==> config.mk <==
export PLATFORM = sky130hd
export DESIGN_NAME = timer_irq_router
export DESIGN_NICKNAME = d
export VERILOG_FILES = /design/src/rtl/timer_irq_router.sv
export SDC_FILE = /design/constraint.sdc
export NUM_CORES = 1
export LEC_CHECK = 0
export ABC_AREA = 1
export ABC_CLOCK_PERIOD_IN_PS = 1800
export BUFFER_PORTS_ARGS = -buffer_cell sky130_fd_sc_hd__clkbuf_2
export CAP_MARGIN = 20
export CORE_AREA = 2 2 156 158
export CTS_BUF_LIST = sky130_fd_sc_hd__clkbuf_16
export DETAILED_ROUTE_END_ITERATION = 8
export DIE_AREA = 0 0 158 160
export SLEW_MARGIN = 20
export SYNTH_ARGS = -nofsm -noshare
export SYNTH_HDL_FRONTEND = slang
export SYNTH_SLANG_ARGS = --single-unit
==> constraint.sdc <==
create_clock -name clk -period 1.8 [get_ports clk]
set_clock_uncertainty 0.2 [all_clocks]
set_input_delay 0.09 -clock clk [delete_from_list [all_inputs] [get_ports clk]]
set_output_delay 0.09 -clock clk [all_outputs]
set_load 0.01 [all_outputs]
==> src/rtl/timer_irq_router.sv <==
module timer_irq_router #(
  parameter int N_CH    = 4,
  parameter int N_LINES = 24,
  parameter int RW      = 5,
  parameter int AW      = 32,
  parameter int DW      = 32,
  parameter int LEG_A   = 0,
  parameter int LEG_B   = 8
) (
  input  logic                     clk,
  input  logic                     rst_n,
  input  logic [N_CH-1:0]          fire_i,
  input  logic [N_CH-1:0]          clr_i,
  input  logic                     glb_en_i,
  input  logic                     legacy_i,
  input  logic [N_CH-1:0]          ch_en_i,
  input  logic [N_CH-1:0]          ch_level_i,
  input  logic [N_CH-1:0]          ch_msg_en_i,
  input  logic [N_CH*RW-1:0]       ch_route_i,
  input  logic [N_CH*(AW+DW)-1:0]  ch_msg_i,
  input  logic                     lgc_tmr_lvl_i,
  input  logic                     lgc_clk_lvl_i,
  input  logic                     msg_ack_i,
  output logic [N_LINES-1:0]       irq_o,
  output logic [N_CH-1:0]          status_o,
  output logic                     lgc_tmr_en_o,
  output logic                     msg_req_o,
  output logic [AW-1:0]            msg_addr_o,
  output logic [DW-1:0]            msg_data_o
);
  localparam int MW = AW + DW;
  localparam int CW = (N_CH > 1) ? $clog2(N_CH) : 1;
  localparam logic [RW-1:0] LINE_A = RW'(LEG_A);
  localparam logic [RW-1:0] LINE_B = RW'(LEG_B);

  logic [N_CH-1:0] status_q, pulse_q, pend_q;
  logic            busy_q, clk_lvl_q, tmr_en_q;
  logic [CW-1:0]   cur_q, sel;
  logic [AW-1:0]   addr_q;
  logic [DW-1:0]   data_q;

  logic [N_CH-1:0] deliver, kill, msg_new, load_mask, inflight;
  logic            load;
  logic [N_LINES-1:0] lines;

  assign deliver = fire_i & ch_en_i & {N_CH{glb_en_i}} & ~clr_i;
  assign kill    = ~ch_en_i | {N_CH{~glb_en_i}} | clr_i | ch_msg_en_i;
  assign msg_new = deliver & ch_msg_en_i;

  always_comb begin
    sel = '0;
    for (int c = N_CH - 1; c >= 0; c--)
      if (pend_q[c]) sel = CW'(c);
  end

  assign load      = !busy_q && (|pend_q);
  assign load_mask = load ? (N_CH'(1) << sel) : '0;
  assign inflight  = busy_q ? (N_CH'(1) << cur_q) : '0;

  always_ff @(posedge clk) begin
    if (!rst_n) begin
      status_q  <= '0;
      pulse_q   <= '0;
      pend_q    <= '0;
      busy_q    <= 1'b0;
      cur_q     <= '0;
      addr_q    <= '0;
      data_q    <= '0;
      clk_lvl_q <= 1'b0;
      tmr_en_q  <= 1'b1;
    end else begin
      status_q  <= (status_q & ~kill) | (deliver & ch_level_i & ~ch_msg_en_i);
      pulse_q   <= deliver & ~ch_level_i & ~ch_msg_en_i;
      pend_q    <= (pend_q & ~load_mask) | (msg_new & ~pend_q & ~inflight & ~load_mask);
      clk_lvl_q <= lgc_clk_lvl_i;
      tmr_en_q  <= !legacy_i;
      if (load) begin
        busy_q <= 1'b1;
        cur_q  <= sel;
        data_q <= ch_msg_i[int'(sel)*MW +: DW];
        addr_q <= ch_msg_i[int'(sel)*MW + DW +: AW];
      end else if (busy_q && msg_ack_i) begin
        busy_q <= 1'b0;
      end
    end
  end

  always_comb begin
    logic [RW-1:0] r;
    lines = '0;
    for (int c = 0; c < N_CH; c++) begin
      r = ch_route_i[c*RW +: RW];
      if (legacy_i && c == 0) r = LINE_A;
      if (legacy_i && c == 1) r = LINE_B;
      if ((status_q[c] || pulse_q[c]) && int'(r) < N_LINES) lines[r] = 1'b1;
    end
    lines[LEG_A] = lines[LEG_A] | (!legacy_i && lgc_tmr_lvl_i);
    lines[LEG_B] = lines[LEG_B] | (!legacy_i && clk_lvl_q);
  end

  assign irq_o        = lines;
  assign status_o     = status_q;
  assign lgc_tmr_en_o = tmr_en_q;
  assign msg_req_o    = busy_q;
  assign msg_addr_o   = addr_q;
  assign msg_data_o   = data_q;

  p_req_hold_r5: assert property (@(posedge clk) disable iff (!rst_n)
    (msg_req_o && !msg_ack_i) |=> (msg_req_o && $stable(msg_addr_o) && $stable(msg_data_o)));

  p_legacy_mute_r7: assert property (@(posedge clk) disable iff (!rst_n)
    legacy_i |=> !lgc_tmr_en_o);

  p_clk_pass_r9: assert property (@(posedge clk) disable iff (!rst_n)
    (lgc_clk_lvl_i && !legacy_i) |=> (legacy_i || irq_o[LEG_B]));

  generate
    for (genvar g = 0; g < N_CH; g++) begin : g_chk
      p_level_set_r2: assert property (@(posedge clk) disable iff (!rst_n)
        (fire_i[g] && ch_en_i[g] && glb_en_i && !clr_i[g] && ch_level_i[g] && !ch_msg_en_i[g])
        |=> status_o[g]);
      p_edge_nostat_r3: assert property (@(posedge clk) disable iff (!rst_n)
        (!ch_level_i[g] && !status_o[g]) |=> !status_o[g]);
      p_off_clears_r4: assert property (@(posedge clk) disable iff (!rst_n)
        (!glb_en_i || !ch_en_i[g] || clr_i[g]) |=> !status_o[g]);
      p_msg_clears_r6: assert property (@(posedge clk) disable iff (!rst_n)
        ch_msg_en_i[g] |=> !status_o[g]);
    end
  endgenerate
endmodule

[After elaboration in Yosys (flattened, before gate mapping)]
Cells that the tools add are included.
Storage, ports and cells
  output and inout bits: 94
  register bits: 81
  word-level logic and storage cells: 100
  input bits: 303
Cells by class
  bitwise gates (word level): 32
  mux-type cells: 22
  magnitude comparators: 12
  reductions and logical operators: 20
  add/subtract/negate cells: 1
  shift operators: 4
Operator list (number)
  indexed part select 256 x 10 -> 32 bit: 1
  indexed part select 256 x 9 -> 32 bit: 1
  two-way mux 24 bit: 4
  bitwise OR 24 bit: 3
  bitwise AND 4 bit: 13
  NOT 4 bit: 8
  less-than comparator 5 x 6 -> 1 bit (second input constant): 4
  demux 1 bit (select 5 bit): 4
  >= comparator 5 x 1 -> 1 bit (second input constant): 4
  less-than comparator 5 bit (second input constant): 4
  bitwise OR 4 bit: 5
  logical AND 1 bit: 12
  two-way mux 5 bit: 2
  adder 8 x 6 -> 9 bit (second input constant): 1
  two-way mux 2 bit: 4
  two-way mux 4 bit: 2
  left shift 1 x 2 -> 4 bit (first input constant): 2
  two-way mux 1 bit: 6
  logical OR 1 bit: 4
  OR reduction 4 bit: 1
  logical NOT 1 bit: 2
  bitwise OR 1 bit: 2
  nonzero test 2 bit: 1
  NOT 1 bit: 1

[Longest topological paths before layout]
  depth in word-level cells: 13
  depth in mapped cells: 10
  mapped depth without buffers: 8

[Worst setup path after synthesis]
Ideal clock, no wire load.
  path kind: register to register
  start point: register busy_q, in the netlist msg_req_o
  end point: register addr_q[10], in the netlist msg_addr_o[10]
  clock period less this slack: 1.548 ns
  library setup time: 0.117 ns
  arrival time: 1.231 ns
  stages on the path, launching flop included: 7
  buffers on the path: 3
  slack: 0.252 ns
  cell sequence: dfxtp_1 clkbuf_1 a21oi_4 buf_4 buf_2 o21ai_0 nor2_1
Between the ends
  word-level cells in the longest chain between the ends: 2
RTL lines
  start: declaration: RTL line 37  | logic busy_q, clk_lvl_q, tmr_en_q;
  start signal: assignment: RTL line 65  | busy_q <= 1'b0;
  start signal: assignment: RTL line 78  | busy_q <= 1'b1;
  start signal: assignment: RTL line 83  | busy_q <= 1'b0;
  logical NOT 1 bit: RTL line 56  | assign load = !busy_q && (|pend_q);
  logical AND 1 bit: RTL line 56
  end signal: assignment: RTL line 81  | addr_q <= ch_msg_i[int'(sel)*MW + DW +: AW];
  end: declaration: RTL line 39  | logic [AW-1:0] addr_q;
No other way between the ends.
A chain may end at the register's enable or synchronous reset.

[Worst setup path after layout]
  start point: register pulse_q[3]
  end point: output port irq_o[5]
Between the ends
  word-level cells in the longest chain between the ends: 3
RTL lines
  start: declaration: RTL line 36  | logic [N_CH-1:0] status_q, pulse_q, pend_q;
  start signal: assignment: RTL line 73  | pulse_q <= deliver & ~ch_level_i & ~ch_msg_en_i;
  logical OR 1 bit: RTL line 95  | if ((status_q[c] || pulse_q[c]) && int'(r) < N_LINES) lines[r] = 1'b1;
  logical AND 1 bit: RTL line 95
  two-way mux 24 bit: RTL line 95
  end: declaration: RTL line 24  | output logic [N_LINES-1:0] irq_o,
No other way between the ends.

==> results.md <==
* Number of endpoints failing setup at the final stage at 4
* Number of fill cells in the layout at 2350
* Num CTS Buffers at 9
* Row cnt at 57
* Post-synth top cells: nand2_1, nor2_1, nand3_1, inv_1, dfxtp_1
* Most common flop cell mapped by yosys: dfxtp_1
* CP Cell Sequence: nor2_2, a21oi_4, buf_4, nand3_1, o21a_1, nand2_1, clkbuf_2
* RSZ-0062 raised after global routing: true
* Leak at 6.01 nW
* Number of vias per cell at 5.07
* Pwr per Cell Area at 490 mW/mm2
* Worst Hold Class: input pin to register
* Final slew viol count at 0
* Clock Sinks at 81
* First drt pass iteration count at 5
* Run status: finished, violations left
* Global-route wire length before repair at 53100 um
* ANT nets after route at 0
* FMAX at 549 MHz
* Root Driver: clkbuf_16
* Die height at 160 um
* Sw Ratio at 32.6%
* CP endpoint kind: output port
* Biggest area consumer among synthesized cells: dfxtp_1
* Core Util, Final at 51.0%
* Total track usage at 26.8%
* Gpl congestion at 0.964
* Initial Util at 27.5%
* Synth warn at 0
* Syn_nets at 1493
* Clock Path Buffers at 2
* Via Count at 10800
* Area occupied by registers at 0.00163 mm2
* Cell variety after synth at 21
* Footprint of the multi-input gates at 0.00432 mm2
* PnR worst setup slack at -0.0219 ns
* Post-DP HPWL at 24700 um
* Core area at 0.0238 mm2
* Relative slew slack at 65.3%
* Vias in the first global route at 10200
* Nets at 2104
* Tmin final at 1.82 ns
* Netlist Area Pre-Place at 0.00656 mm2
* Share of post-route cells with drive strength above 1 at 28.0%
* Residual DRC at 0
* Register area share after synthesis at 24.7%
* CTS tree: yes
* Seq pwr share at 33.6%
* Chip Width at 158 um
* Hold_ws at -0.00226 ns
* Top area cells in the synthesized netlist: dfxtp_1, nand3_1, nand2_1
* Clock share of power at 32.5%
* Max VDD drop at 0.000328 V
* Initial antenna violation count at 2
* Post-DR wirelength/cell at 17.6 um
* Yosys top cell area share at 24.7%
* Post-synthesis register bit count at 81
* Kind of critical path: register to output port
* Slowest-stage cell, CP: dfxtp_2
* H-tree levels at 3
* Port Buffer Count at 396
* Area grow syn2layout at 85.2%
* Async S/R FF share, synth at 0%
* Sw power at 0.00194 W
* Total Wirelength at 37600 um
* Clock-pin slew on the worst setup and hold paths at 0.06 ns
* Tightest Pin Transition at 0.520 ns
* CP peak stage delay at 0.33 ns
* Cell internal pwr at 0.00401 W
* Gate power share at 33.9%
* GRT overflow at 0
* Setup crit start kind: register
* Iter 0 DRT Violations at 1013
* Syn Inst Count at 1190
* Max Cap Violations at 0
* Die area at 0.0253 mm2
* Most frequent cell after synthesis: nand2_1
* Period utilisation layout at 101%
* Clock Latency Late Sink at 0.34 ns
* I/O pin count at 397
* Largest net degree at the start of global routing at 73
* Crit path max fanout at 4
* Req. time, crit path at 1.51 ns
* Arrival time at the worst endpoint at 1.53 ns
* Number of synthesized flops with an enable pin at 0
* Violated checks: negative hold slack, negative setup slack
* Average size of a mapped cell at 5.51 um2
* Final Hold Fails at 2
[layout make-up]
class / count / area share (%)
inverters: 97 / 3.00
repair buffers: 687 / 42.2
diodes: 2 / 0.0412
clock buffers: 9 / 1.85
multi-input cells: 925 / 35.5
well taps: 324 / 3.34
flip-flops and latches: 81 / 13.4
clock inverters: 7 / 0.628
[power by group through the flow]
stage	combinational (W)	sequential (W)	clock, W
2_1_floorplan	0.000644	0.00208	0
3_3_place_gp	0.00145	0.00203	0
3_5_place_dp	0.00145	0.00203	0
4_1_cts	0.00188	0.00200	0.00201
5_1_grt	0.00217	0.00201	0.00208
6_report	0.00202	0.00200	0.00194
[cells in the final DEF, fill, tap and decap left out, drive strengths merged]
cell type	n
clkbuf	410
nand2	256
nor2	256
dlygate4sd3	242
nand3	220
inv	100
dfxtp	81
nand4	74
o21ai	70
buf	44
a21oi	31
nor3	5
nor3b	4
clkinv	3
diode	2
or2	2
o22a	2
o21a	2
o31ai	2
a31oi	1
bufinv	1
[metrics by stage]
stage | power (W) | worst slack (ns) | cell area, um2 | setup TNS [ns] | cells
floorplan | 0.00273 | 0.252 | 6560 | 0 | 1190
global placement | 0.00348 | 0.0515 | 8910 | 0 | 1853
detailed placement | 0.00349 | -0.00553 | 8910 | -0.00553 | 1853
CTS | 0.00589 | -0.00958 | 11800 | -0.0267 | 2115
global route | 0.00626 | -0.0851 | 12200 | -1.40 | 2132
finish | 0.00595 | -0.0219 | 12200 | -0.0433 | 2132
[worst max-delay path, delay by kind of cell, from the launching register on]
kind / cells / cell delay (ns)
compound gates: 2 / 0.36
flops: 1 / 0.33
simple gates: 3 / 0.21
buf+inv: 2 / 0.30
[state kept, by name, indices dropped and copies added (netlist names), 2 cells and up]
name        cells
status_o        4
cur_q           2
pend_q          4
msg_data_o     32
pulse_q         4
msg_addr_o     32
[cell families after synthesis]
| family | after synthesis | synth area share, % |
|---|---|---|
| and+or+nand+nor | 817 | 54.4 |
| DFF | 81 | 24.7 |
| buffers and inverters | 184 | 12.2 |
| AOI/OAI and AO/OA | 108 | 8.70 |
[path summary, 6_finish.rpt]
| kind | to | cells after the start | from | slack (ns) |
|---|---|---|---|---|
| max | irq_o[5] | 7 | pulse_q[3]$_SDFF_PN0_ | -0.02 |
| min | cur_q[1]$_SDFFE_PN0P_ | 3 | rst_n | -0.002 |
| max reg2reg | msg_addr_o[11]$_SDFFE_PN0P_ | 8 | pend_q[3]$_SDFF_PN0_ | 0.04 |
| min reg2reg | status_o[1]$_SDFF_PN0_ | 2 | status_o[1]$_SDFF_PN0_ | 0.30 |
[metal layers]
metal	part of all wire [%]	vias up	GRT usage, %
met4	5.8	0	14.3
met1	39	4793	32.1
met2	46	720	44.6
li1	-	5127	-
met5	0	-	0
met3	9.0	177	5.73
[repair_timing]
| item | in CTS | in global routing |
|---|---|---|
| buffers inserted | 5 | 7 |
| setup endpoints to repair | 24 | 61 |
| hold endpoints to repair | 79 | 0 |
| gates resized for setup | 28 | 27 |
| hold buffers | 242 | 0 |
| pin swaps | 8 | 6 |
| gates cloned | 0 | 8 |
(Power assumes the default switching activity.)
